### src/rtl/imu_boot_pkg.sv
package imu_boot_pkg;

   localparam int IDX_W = 5;

   typedef enum logic [1:0] {
      OP_WR   = 2'd0,
      OP_RD   = 2'd1,
      OP_WAIT = 2'd2,
      OP_END  = 2'd3
   } boot_op_e;

   typedef struct packed {
      boot_op_e   op;
      logic [6:0] addr;
      logic [7:0] arg;   // write data, expected read value, or milliseconds
   } boot_step_t;

   localparam logic [6:0] RA_BANK   = 7'h76;
   localparam logic [6:0] RA_RESET  = 7'h11;
   localparam logic [6:0] RA_IDENT  = 7'h75;
   localparam logic [6:0] RA_MASKA  = 7'h65;
   localparam logic [6:0] RA_MASKB  = 7'h66;
   localparam logic [6:0] RA_MASKC  = 7'h68;
   localparam logic [6:0] RA_MASKD  = 7'h69;
   localparam logic [6:0] RA_HIMSKA = 7'h4D;
   localparam logic [6:0] RA_HIMSKB = 7'h4E;  // bank 4 view
   localparam logic [6:0] RA_IFFMT  = 7'h4C;
   localparam logic [6:0] RA_POWER  = 7'h4E;  // bank 0 view
   localparam logic [6:0] RA_GCFG   = 7'h4F;
   localparam logic [6:0] RA_ACFG   = 7'h50;
   localparam logic [7:0] IDENT_VAL = 8'h47;

   function automatic boot_step_t mk(boot_op_e op, logic [6:0] a, logic [7:0] v);
      boot_step_t s;
      s.op   = op;
      s.addr = a;
      s.arg  = v;
      return s;
   endfunction

   function automatic boot_step_t prog_step(input logic [IDX_W-1:0] idx,
                                            input logic [7:0] gcfg,
                                            input logic [7:0] acfg);
      boot_step_t s;
      case (idx)
         5'd0:    s = mk(OP_WR,   RA_BANK,   8'h00);
         5'd1:    s = mk(OP_WR,   RA_RESET,  8'h01);
         5'd2:    s = mk(OP_WAIT, 7'h00,     8'd1);
         5'd3:    s = mk(OP_RD,   RA_IDENT,  IDENT_VAL);
         5'd4:    s = mk(OP_WR,   RA_MASKA,  8'h00);
         5'd5:    s = mk(OP_WR,   RA_MASKB,  8'h00);
         5'd6:    s = mk(OP_WR,   RA_MASKC,  8'h00);
         5'd7:    s = mk(OP_WR,   RA_MASKD,  8'h00);
         5'd8:    s = mk(OP_WR,   RA_BANK,   8'h04);
         5'd9:    s = mk(OP_WR,   RA_HIMSKA, 8'h00);
         5'd10:   s = mk(OP_WR,   RA_HIMSKB, 8'h00);
         5'd11:   s = mk(OP_WR,   RA_BANK,   8'h00);
         5'd12:   s = mk(OP_WR,   RA_IFFMT,  8'h00);
         5'd13:   s = mk(OP_WR,   RA_POWER,  8'h0F);
         5'd14:   s = mk(OP_WAIT, 7'h00,     8'd45);
         5'd15:   s = mk(OP_WR,   RA_ACFG,   acfg);
         5'd16:   s = mk(OP_WR,   RA_GCFG,   gcfg);
         default: s = mk(OP_END,  7'h00,     8'h00);
      endcase
      return s;
   endfunction

endpackage

### src/rtl/imu_boot_prog.sv
module imu_boot_prog
   import imu_boot_pkg::*;
#(
   parameter int GYRO_FS   = 0,
   parameter int GYRO_ODR  = 6,
   parameter int ACCEL_FS  = 0,
   parameter int ACCEL_ODR = 6
) (
   input  logic [IDX_W-1:0] idx,
   output boot_step_t       step
);
   localparam logic [7:0] GYRO_BYTE  = {3'(GYRO_FS),  1'b0, 4'(GYRO_ODR)};
   localparam logic [7:0] ACCEL_BYTE = {3'(ACCEL_FS), 1'b0, 4'(ACCEL_ODR)};

   always_comb step = prog_step(idx, GYRO_BYTE, ACCEL_BYTE);
endmodule

### src/rtl/imu_spi_framer.sv
module imu_spi_framer #(
   parameter int LEN_W = 4
) (
   input  logic             clk,
   input  logic             rst_n,
   input  logic             cmd_go,
   input  logic             cmd_rd,
   input  logic [6:0]       cmd_addr,
   input  logic [7:0]       cmd_wdata,
   input  logic [LEN_W-1:0] cmd_len,
   output logic             cmd_done,
   output logic             cmd_fail,
   output logic             rd_strobe,
   output logic [7:0]       rd_data,
   output logic             spi_req,
   output logic [7:0]       spi_tx_byte,
   output logic             spi_keep_cs,
   input  logic             spi_ack,
   input  logic [7:0]       spi_rx_byte,
   input  logic             spi_fail
);
   typedef enum logic [1:0] {F_IDLE, F_ADDR, F_DATA, F_END} fstate_e;

   fstate_e          st;
   logic             rd_q, fail_q;
   logic [6:0]       addr_q;
   logic [7:0]       wdata_q;
   logic [LEN_W-1:0] remain;

   always_ff @(posedge clk or negedge rst_n) begin
      if (!rst_n) begin
         st      <= F_IDLE;
         rd_q    <= 1'b0;
         fail_q  <= 1'b0;
         addr_q  <= '0;
         wdata_q <= '0;
         remain  <= '0;
      end else begin
         case (st)
            F_IDLE: if (cmd_go) begin
               rd_q    <= cmd_rd;
               addr_q  <= cmd_addr;
               wdata_q <= cmd_wdata;
               remain  <= cmd_rd ? cmd_len : LEN_W'(1);
               fail_q  <= 1'b0;
               st      <= F_ADDR;
            end
            F_ADDR: if (spi_ack) begin
               if (spi_fail) begin
                  fail_q <= 1'b1;
                  st     <= F_END;
               end else begin
                  st <= F_DATA;
               end
            end
            F_DATA: if (spi_ack) begin
               remain <= remain - LEN_W'(1);
               if (spi_fail) begin
                  fail_q <= 1'b1;
                  st     <= F_END;
               end else if (remain == LEN_W'(1)) begin
                  st <= F_END;
               end
            end
            default: st <= F_IDLE;
         endcase
      end
   end

   always_comb begin
      spi_req     = (st == F_ADDR) || (st == F_DATA);
      spi_keep_cs = (st == F_ADDR) ? 1'b1 : (remain > LEN_W'(1));
      if (st == F_ADDR)  spi_tx_byte = {rd_q, addr_q};
      else if (rd_q)     spi_tx_byte = 8'h00;
      else               spi_tx_byte = wdata_q;
   end

   assign cmd_done  = (st == F_END);
   assign cmd_fail  = fail_q;
   assign rd_strobe = (st == F_DATA) && spi_ack && rd_q && !spi_fail;
   assign rd_data   = spi_rx_byte;
endmodule

### src/rtl/imu_ms_timer.sv
module imu_ms_timer #(
   parameter int CLK_HZ = 250_000_000
) (
   input  logic       clk,
   input  logic       rst_n,
   input  logic       go,
   input  logic [7:0] ms,
   output logic       expired
);
   localparam int CYC_PER_MS = CLK_HZ / 1000;
   localparam int CNT_W      = $clog2(CYC_PER_MS * 255 + 1);

   logic [CNT_W-1:0] cnt;
   logic             running;

   always_ff @(posedge clk or negedge rst_n) begin
      if (!rst_n) begin
         cnt     <= '0;
         running <= 1'b0;
         expired <= 1'b0;
      end else begin
         expired <= 1'b0;
         if (go) begin
            cnt     <= CNT_W'(ms) * CNT_W'(CYC_PER_MS) - CNT_W'(1);
            running <= 1'b1;
         end else if (running) begin
            if (cnt == '0) begin
               running <= 1'b0;
               expired <= 1'b1;
            end else begin
               cnt <= cnt - CNT_W'(1);
            end
         end
      end
   end
endmodule

### src/rtl/imu_boot_seq.sv
module imu_boot_seq
   import imu_boot_pkg::*;
#(
   parameter int CLK_HZ    = 250_000_000,
   parameter int GYRO_FS   = 0,
   parameter int GYRO_ODR  = 6,
   parameter int ACCEL_FS  = 0,
   parameter int ACCEL_ODR = 6,
   parameter int LEN_W     = 4
) (
   input  logic       clk,
   input  logic       rst_n,
   input  logic       start,
   output logic       done,
   output logic       error,
   output logic       id_mismatch,
   output logic       spi_req,
   output logic [7:0] spi_tx_byte,
   output logic       spi_keep_cs,
   input  logic       spi_ack,
   input  logic [7:0] spi_rx_byte,
   input  logic       spi_fail
);
   generate
      if (GYRO_FS < 0 || GYRO_FS > 7 || ACCEL_FS < 0 || ACCEL_FS > 7) begin : g_bad_fs
         $error("full-scale code must fit in 3 bits");
      end
      if (GYRO_ODR < 0 || GYRO_ODR > 15 || ACCEL_ODR < 0 || ACCEL_ODR > 15) begin : g_bad_odr
         $error("rate code must fit in 4 bits");
      end
      if (CLK_HZ < 1000) begin : g_bad_clk
         $error("clock must be at least 1 kHz");
      end
      if (LEN_W < 2) begin : g_bad_len
         $error("burst length counter too narrow");
      end
   endgenerate

   typedef enum logic [1:0] {T_IDLE, T_STEP, T_XFER, T_WAIT} tstate_e;

   tstate_e          st;
   logic [IDX_W-1:0] idx;
   boot_step_t       step;
   logic [7:0]       rd_last;
   logic             cmd_go, cmd_done, cmd_fail, rd_strobe, tmr_go, tmr_exp;
   logic [7:0]       rd_data;

   imu_boot_prog #(
      .GYRO_FS(GYRO_FS), .GYRO_ODR(GYRO_ODR),
      .ACCEL_FS(ACCEL_FS), .ACCEL_ODR(ACCEL_ODR)
   ) u_prog (
      .idx  (idx),
      .step (step)
   );

   assign cmd_go = (st == T_STEP) && (step.op == OP_WR || step.op == OP_RD);
   assign tmr_go = (st == T_STEP) && (step.op == OP_WAIT);

   imu_spi_framer #(.LEN_W(LEN_W)) u_framer (
      .clk         (clk),
      .rst_n       (rst_n),
      .cmd_go      (cmd_go),
      .cmd_rd      (step.op == OP_RD),
      .cmd_addr    (step.addr),
      .cmd_wdata   (step.arg),
      .cmd_len     (LEN_W'(1)),
      .cmd_done    (cmd_done),
      .cmd_fail    (cmd_fail),
      .rd_strobe   (rd_strobe),
      .rd_data     (rd_data),
      .spi_req     (spi_req),
      .spi_tx_byte (spi_tx_byte),
      .spi_keep_cs (spi_keep_cs),
      .spi_ack     (spi_ack),
      .spi_rx_byte (spi_rx_byte),
      .spi_fail    (spi_fail)
   );

   imu_ms_timer #(.CLK_HZ(CLK_HZ)) u_timer (
      .clk     (clk),
      .rst_n   (rst_n),
      .go      (tmr_go),
      .ms      (step.arg),
      .expired (tmr_exp)
   );

   always_ff @(posedge clk or negedge rst_n) begin
      if (!rst_n) begin
         st          <= T_IDLE;
         idx         <= '0;
         rd_last     <= '0;
         done        <= 1'b0;
         error       <= 1'b0;
         id_mismatch <= 1'b0;
      end else begin
         done <= 1'b0;
         if (rd_strobe) rd_last <= rd_data;
         case (st)
            T_IDLE: if (start) begin
               error       <= 1'b0;
               id_mismatch <= 1'b0;
               idx         <= '0;
               st          <= T_STEP;
            end
            T_STEP: begin
               case (step.op)
                  OP_WAIT: st <= T_WAIT;
                  OP_END: begin
                     done <= 1'b1;
                     st   <= T_IDLE;
                  end
                  default: st <= T_XFER;
               endcase
            end
            T_XFER: if (cmd_done) begin
               if (cmd_fail) begin
                  error <= 1'b1;
                  st    <= T_IDLE;
               end else if (step.op == OP_RD && rd_last != step.arg) begin
                  error       <= 1'b1;
                  id_mismatch <= 1'b1;
                  st          <= T_IDLE;
               end else begin
                  idx <= idx + IDX_W'(1);
                  st  <= T_STEP;
               end
            end
            default: if (tmr_exp) begin
               idx <= idx + IDX_W'(1);
               st  <= T_STEP;
            end
         endcase
      end
   end
endmodule

### config.mk
export PLATFORM = sky130hd
export DESIGN_NAME = imu_boot_seq
export DESIGN_NICKNAME = d
export VERILOG_FILES = /design/src/rtl/imu_boot_pkg.sv /design/src/rtl/imu_boot_prog.sv /design/src/rtl/imu_spi_framer.sv /design/src/rtl/imu_ms_timer.sv /design/src/rtl/imu_boot_seq.sv
export SDC_FILE = /design/constraint.sdc
export NUM_CORES = 1
export LEC_CHECK = 0
export ABC_AREA = 1
export BUFFER_PORTS_ARGS = -buffer_cell sky130_fd_sc_hd__buf_2
export CAP_MARGIN = 25
export CORE_ASPECT_RATIO = 0.8
export CORE_MARGIN = 3
export CORE_UTILIZATION = 68
export CTS_CLUSTER_SIZE = 28
export DETAILED_ROUTE_END_ITERATION = 16
export PLACE_DENSITY = 0.87
export SYNTH_ARGS = -nofsm -noshare
export SYNTH_HDL_FRONTEND = slang
export SYNTH_SLANG_ARGS = --single-unit
export TNS_END_PERCENT = 5
### constraint.sdc
create_clock -name clk -period 12.3 [get_ports clk]
set_input_delay 3.69 -clock clk [delete_from_list [all_inputs] [get_ports clk]]
set_output_delay 3.69 -clock clk [all_outputs]
set_load 0.05 [all_outputs]
-- After elaboration in Yosys (flattened, before gate mapping)
Memories as Yosys holds them, arrays and structs flattened.
Index checks and enable logic that the tools add are counted.
- memories: 1
- ROM bits: 480
- logic and storage cells: 124
- input bits: 13
- output and inout port bits: 13
- register bits after elaboration: 69
- reductions and logical operators: 29
- multiply operators: 1
- mux-type cells: 49
- add/subtract/negate cells: 4
- bitwise logic cells: 1
- order comparisons: 1
- equal/unequal tests: 23
- memories (name ; depth ; bits a word ; read ports ; clocked after memory_dff ; write ports ; line ; text):
    (no name shown) ; 32 ; 15 ; 1 ; 0 ; 0 ; imu_boot_pkg.sv:45 ; case (idx)
- operators with widths (kind ; number):
    26-bit 2-to-1 mux ; 3
    26-bit by 1-bit subtractor with 26-bit output, second input constant ; 2
    26-bit zero test ; 1
    5-bit 2-to-1 mux ; 5
    8-bit by 14-bit multiplier with 22-bit output, second input constant ; 1
    1-bit 2-to-1 mux ; 21
    2-bit != test, second input constant ; 9
    2-bit 2-to-1 mux ; 8
    8-bit 2-to-1 mux ; 2
    5-bit one-hot mux with 3 select lines ; 1
    2-bit one-hot mux with 3 select lines ; 2
    4-bit AND reduction ; 3
    2-bit equality test, second input constant ; 5
    4-bit 2-to-1 mux ; 2
    8-bit != test ; 1
    4-bit one-hot mux with 2 select lines ; 1
    2-bit nonzero test ; 4
    2-bit by 1-bit equality test with 1-bit output, second input constant ; 3
    1-bit logical AND ; 6
    2-bit zero test ; 3
    3-bit by 2-bit != test with 1-bit output, second input constant ; 2
    1-bit one-hot mux with 2 select lines ; 3
    3-bit AND reduction ; 2
    6-bit AND reduction ; 1
    14 further kinds ; 17

-- Depth between registers and ports, before layout
An unclocked memory read counts as a cell.
- depth in word-level cells: 7
- mapped depth: 31
- mapped depth without buffers: 31

-- Modules after synthesis
Synthesis repeated with hierarchy kept, for this count alone.
- cell total of the unflattened synthesis: 984
- area, all modules: 7169.4 µm²
- by module, submodules not included (module ; area an instance (µm²) ; cells an instance ; instances ; seq. area each (µm²)):
    imu_ms_timer ; 4322.9 ; 626 ; 1 ; 700.7
    imu_spi_framer ; 1332.5 ; 136 ; 1 ; 575.6
    imu_boot_seq ; 1116.1 ; 147 ; 1 ; 450.4
    imu_boot_prog ; 397.9 ; 75 ; 1 ; 0.0

-- Worst setup path before layout
No wires, ideal clock.
- path kind: flip-flop to output port
- start point: register u_framer.st[1]
- end point: output port spi_tx_byte[0]
- required time: 8610 ps
- arrival: 2180 ps
- slack: 6430 ps
- stages on the path, launching flop included: 6
- cell sequence: dfrtp_1 -> inv_1 -> ha_1 -> clkbuf_1 -> clkinv_1 -> o21ai_0
- word-level cells in the longest chain between the ends: 2
- RTL lines (item ; line ; text):
    start: declaration ; imu_spi_framer.sv:24 ; fstate_e st;
    start signal: assignment ; imu_spi_framer.sv:32 ; st <= F_IDLE;
    start signal: assignment ; imu_spi_framer.sv:46 ; st <= F_ADDR;
    start signal: assignment ; imu_spi_framer.sv:51 ; st <= F_END;
    2-bit by 1-bit equality test with 1-bit output ; imu_spi_framer.sv:73 ; if (st == F_ADDR) spi_tx_byte = {rd_q, addr_q};
    8-bit 2-to-1 mux ; imu_spi_framer.sv:73 ;
    end: declaration ; imu_boot_seq.sv:18 ; output logic [7:0] spi_tx_byte,
No other way between the ends.

-- Worst setup path after layout
- start point: register u_framer.st[1]
- end point: output port spi_tx_byte[3]
The elaborated chain is that of the path after synthesis.

==> impl_metrics.json <==
{
  "slew_headroom_pct": 43.5,
  "max-clock-path-buffers": 2,
  "worstSkewPairLatency_ps": 340,
  "via_per_inst": 5.90,
  "ir_drop_mv": 0.105,
  "final_cell_area_mm2": 0.00675,
  "worstPathMaxFanout": 9,
  "core.rowCount": 30,
  "antenna_found_initial": 0,
  "core_mm2": 0.00871,
  "synth-main-ff-cell": "dfrtp_1",
  "die_w_um": 113,
  "io_pins": 26,
  "cap_violations": 0,
  "die_area_mm2": 0.0104,
  "worstSetupEndpointType": "output port",
  "cpMaxStageDelayCell": "dfrtp_1",
  "cts_tree": "done",
  "layout.cells.non_filler": 1052,
  "outcome": "finished clean",
  "skew_ps": 7.14,
  "cts-htree-levels": 3,
  "initial_core_util_pct": 71.5,
  "min_path_type": "flop to flop",
  "cts_setup_buffers": 0,
  "final_common_cell": "nand2_1",
  "tns_ps": 0,
  "cp-start-kind": "flop",
  "io_buffers": 25,
  "ys_seq_area_share_pct": 26.9,
  "nets": 1018,
  "critPathKind": "flop to output port",
  "grtUsageTotal_pct": 31.7,
  "fin_crit_ps": 5770,
  "worstMarginPinSlew_ps": 848,
  "ys_warn_count": 0,
  "clock-sinks": 67,
  "dp_hpwl_um": 11600,
  "setup_viol": 0,
  "die_h_um": 91.6,
  "detail_route.wirelength_um": 15700,
  "ys_types": 46,
  "gp_congestion": 0.956,
  "antenna_cells": 0,
  "mostFrequentLayoutCells": "225 x nand2_1, 138 x inv_1, 94 x nor2_1, 73 x nand3_1, 67 x dfrtp_1",
  "max_clock_freq_mhz": 173,
  "hold_viol_final": 0,
  "crit_chain": "inv_1 > ha_1 > clkinv_1 > o21ai_0 > buf_2",
  "p_per_area_mw_per_mm2": 75.4,
  "grt_max_degree": 68,
  "placed_cell_area_mm2": 0.00643,
  "first_global_vias": 6006,
  "rsz0062_at_grt": "false",
  "synth_edf_count": 0,
  "dp.cells": 1036,
  "leakage_uw": 0.00394,
  "cp.required_ps": 8610,
  "ctsResizeCount": 0,
  "synth-seq-cells": 67,
  "drt-pass1-iter-count": 6,
  "ant_nets": 0,
  "clkTransAtPathRegs_ps": 50,
  "maxSlewViolCount": 0,
  "synth_nets": 996,
  "drc": 0,
  "synthArstFlopShare_pct": 100,
  "wl_per_cell_um": 14.9,
  "cts_buffers": 9,
  "drtIter0Drc": 592,
  "drive_above_1_share_pct": 9.68,
  "cts-root-buf": "clkbuf_16",
  "avgSynthCellArea_um2": 6.82,
  "arrival_ps": 2080,
  "vias": 6203,
  "grt_first_pass_wirelength_um": 27100,
  "syn_inst": 913,
  "overflow": 0,
  "critPathMaxStageDelay_ps": 430,
  "synth_area_mm2": 0.00623,
  "period_share_pct": 46.9,
  "area_growth_syn_to_layout_pct": 8.42,
  "holdBufCountCts": 0
}
[layout make-up]
class | count | area [um^2]
repair buffers | 26 | 133
clock buffers | 10 | 239
well taps | 112 | 140
clock inverters | 6 | 86.3
flip-flops and latches | 67 | 1680
inverters | 150 | 563
fillers | 649 | 1950
multi-input cells | 681 | 3920
[metal layers]
metal	GRT usage [%]	vias up	wire length (um)
met3	6.53	37	1250
li1	-	2988	-
met1	42.7	2876	6920
met2	51.8	302	7220
met4	8.81	0	280
met5	0	-	0
[power by group]
part / switching, uW / internal (uW) / total (uW)
Clock: 99.1 / 183 / 282
Combinational: 5.02 / 1.56 / 6.58
Sequential: 0 / 220 / 220
Total: 104 / 405 / 509
[final timing paths]
kind,start,to,slack (ps),cells past startpoint
max in group asynchronous,rst_n,rd_last[2],8200,2
worst max register to register,idx[0],u_timer.cnt[21],6930,25
worst max-delay path,u_framer.st[1],spi_tx_byte[3],6530,5
worst min register to register,u_timer.cnt[25],u_timer.expired,480,1
worst min-delay path,u_timer.cnt[25],u_timer.expired,480,1
min in group asynchronous,rst_n,u_framer.remain[2],3540,2
[synth_stat cells, types with 6 or more instances]
cell type	n	area [um^2]
a21oi_1	24	120
a31oi_1	6	37.5
clkbuf_1	9	33.8
dfrtp_1	67	1680
fa_1	7	140
ha_1	63	788
inv_1	138	518
inv_2	11	41.3
mux2_2	8	90.1
nand2_1	225	845
nand3_1	73	365
nand4_1	10	62.6
nor2_1	94	353
nor2_2	7	43.8
nor3_1	10	50.1
o211ai_1	8	60.1
o21ai_0	61	305
o21ai_1	12	60.1
xnor2_1	6	52.6
xor2_1	17	149
[critical path, delay by kind of cell (launching register included)]
| family | cells | cell delay, ps |
|---|---|---|
| buffers and inverters | 3 | 730 |
| adders and majority gates | 1 | 320 |
| DFF | 1 | 430 |
| AOI/OAI and AO/OA | 1 | 270 |
[flip-flops by register name (all words and copies together), names as in the netlist, 2 cells and up]
register          flops
idx                   5
u_framer.addr_q       7
u_framer.remain       4
u_timer.cnt          26
st                    2
rd_last               8
u_framer.wdata_q      6
u_framer.st           2
[stage by stage]
step	total power (uW)	utilization [%]	hold WS (ps)	setup slack, ps
after floorplan	225	-	427	6430
after global placement	231	73.8	457	7080
after detailed placement	231	73.8	472	6960
after CTS	510	77.6	486	6600
after global routing	521	77.6	500	6400
final	509	77.6	483	6530
[kinds of logic after synthesis]
group / after synthesis / share of synthesized area, %
AOI/OAI and AO/OA: 131 / 11.8
xor gates and xnor gates: 23 / 3.23
adders and majority gates: 70 / 14.9
buffers and inverters: 165 / 10.2
DFF: 67 / 26.9
muxes: 8 / 1.45
and+or+nand+nor: 449 / 31.5
Note: power is estimated with default switching activity, not from simulation.
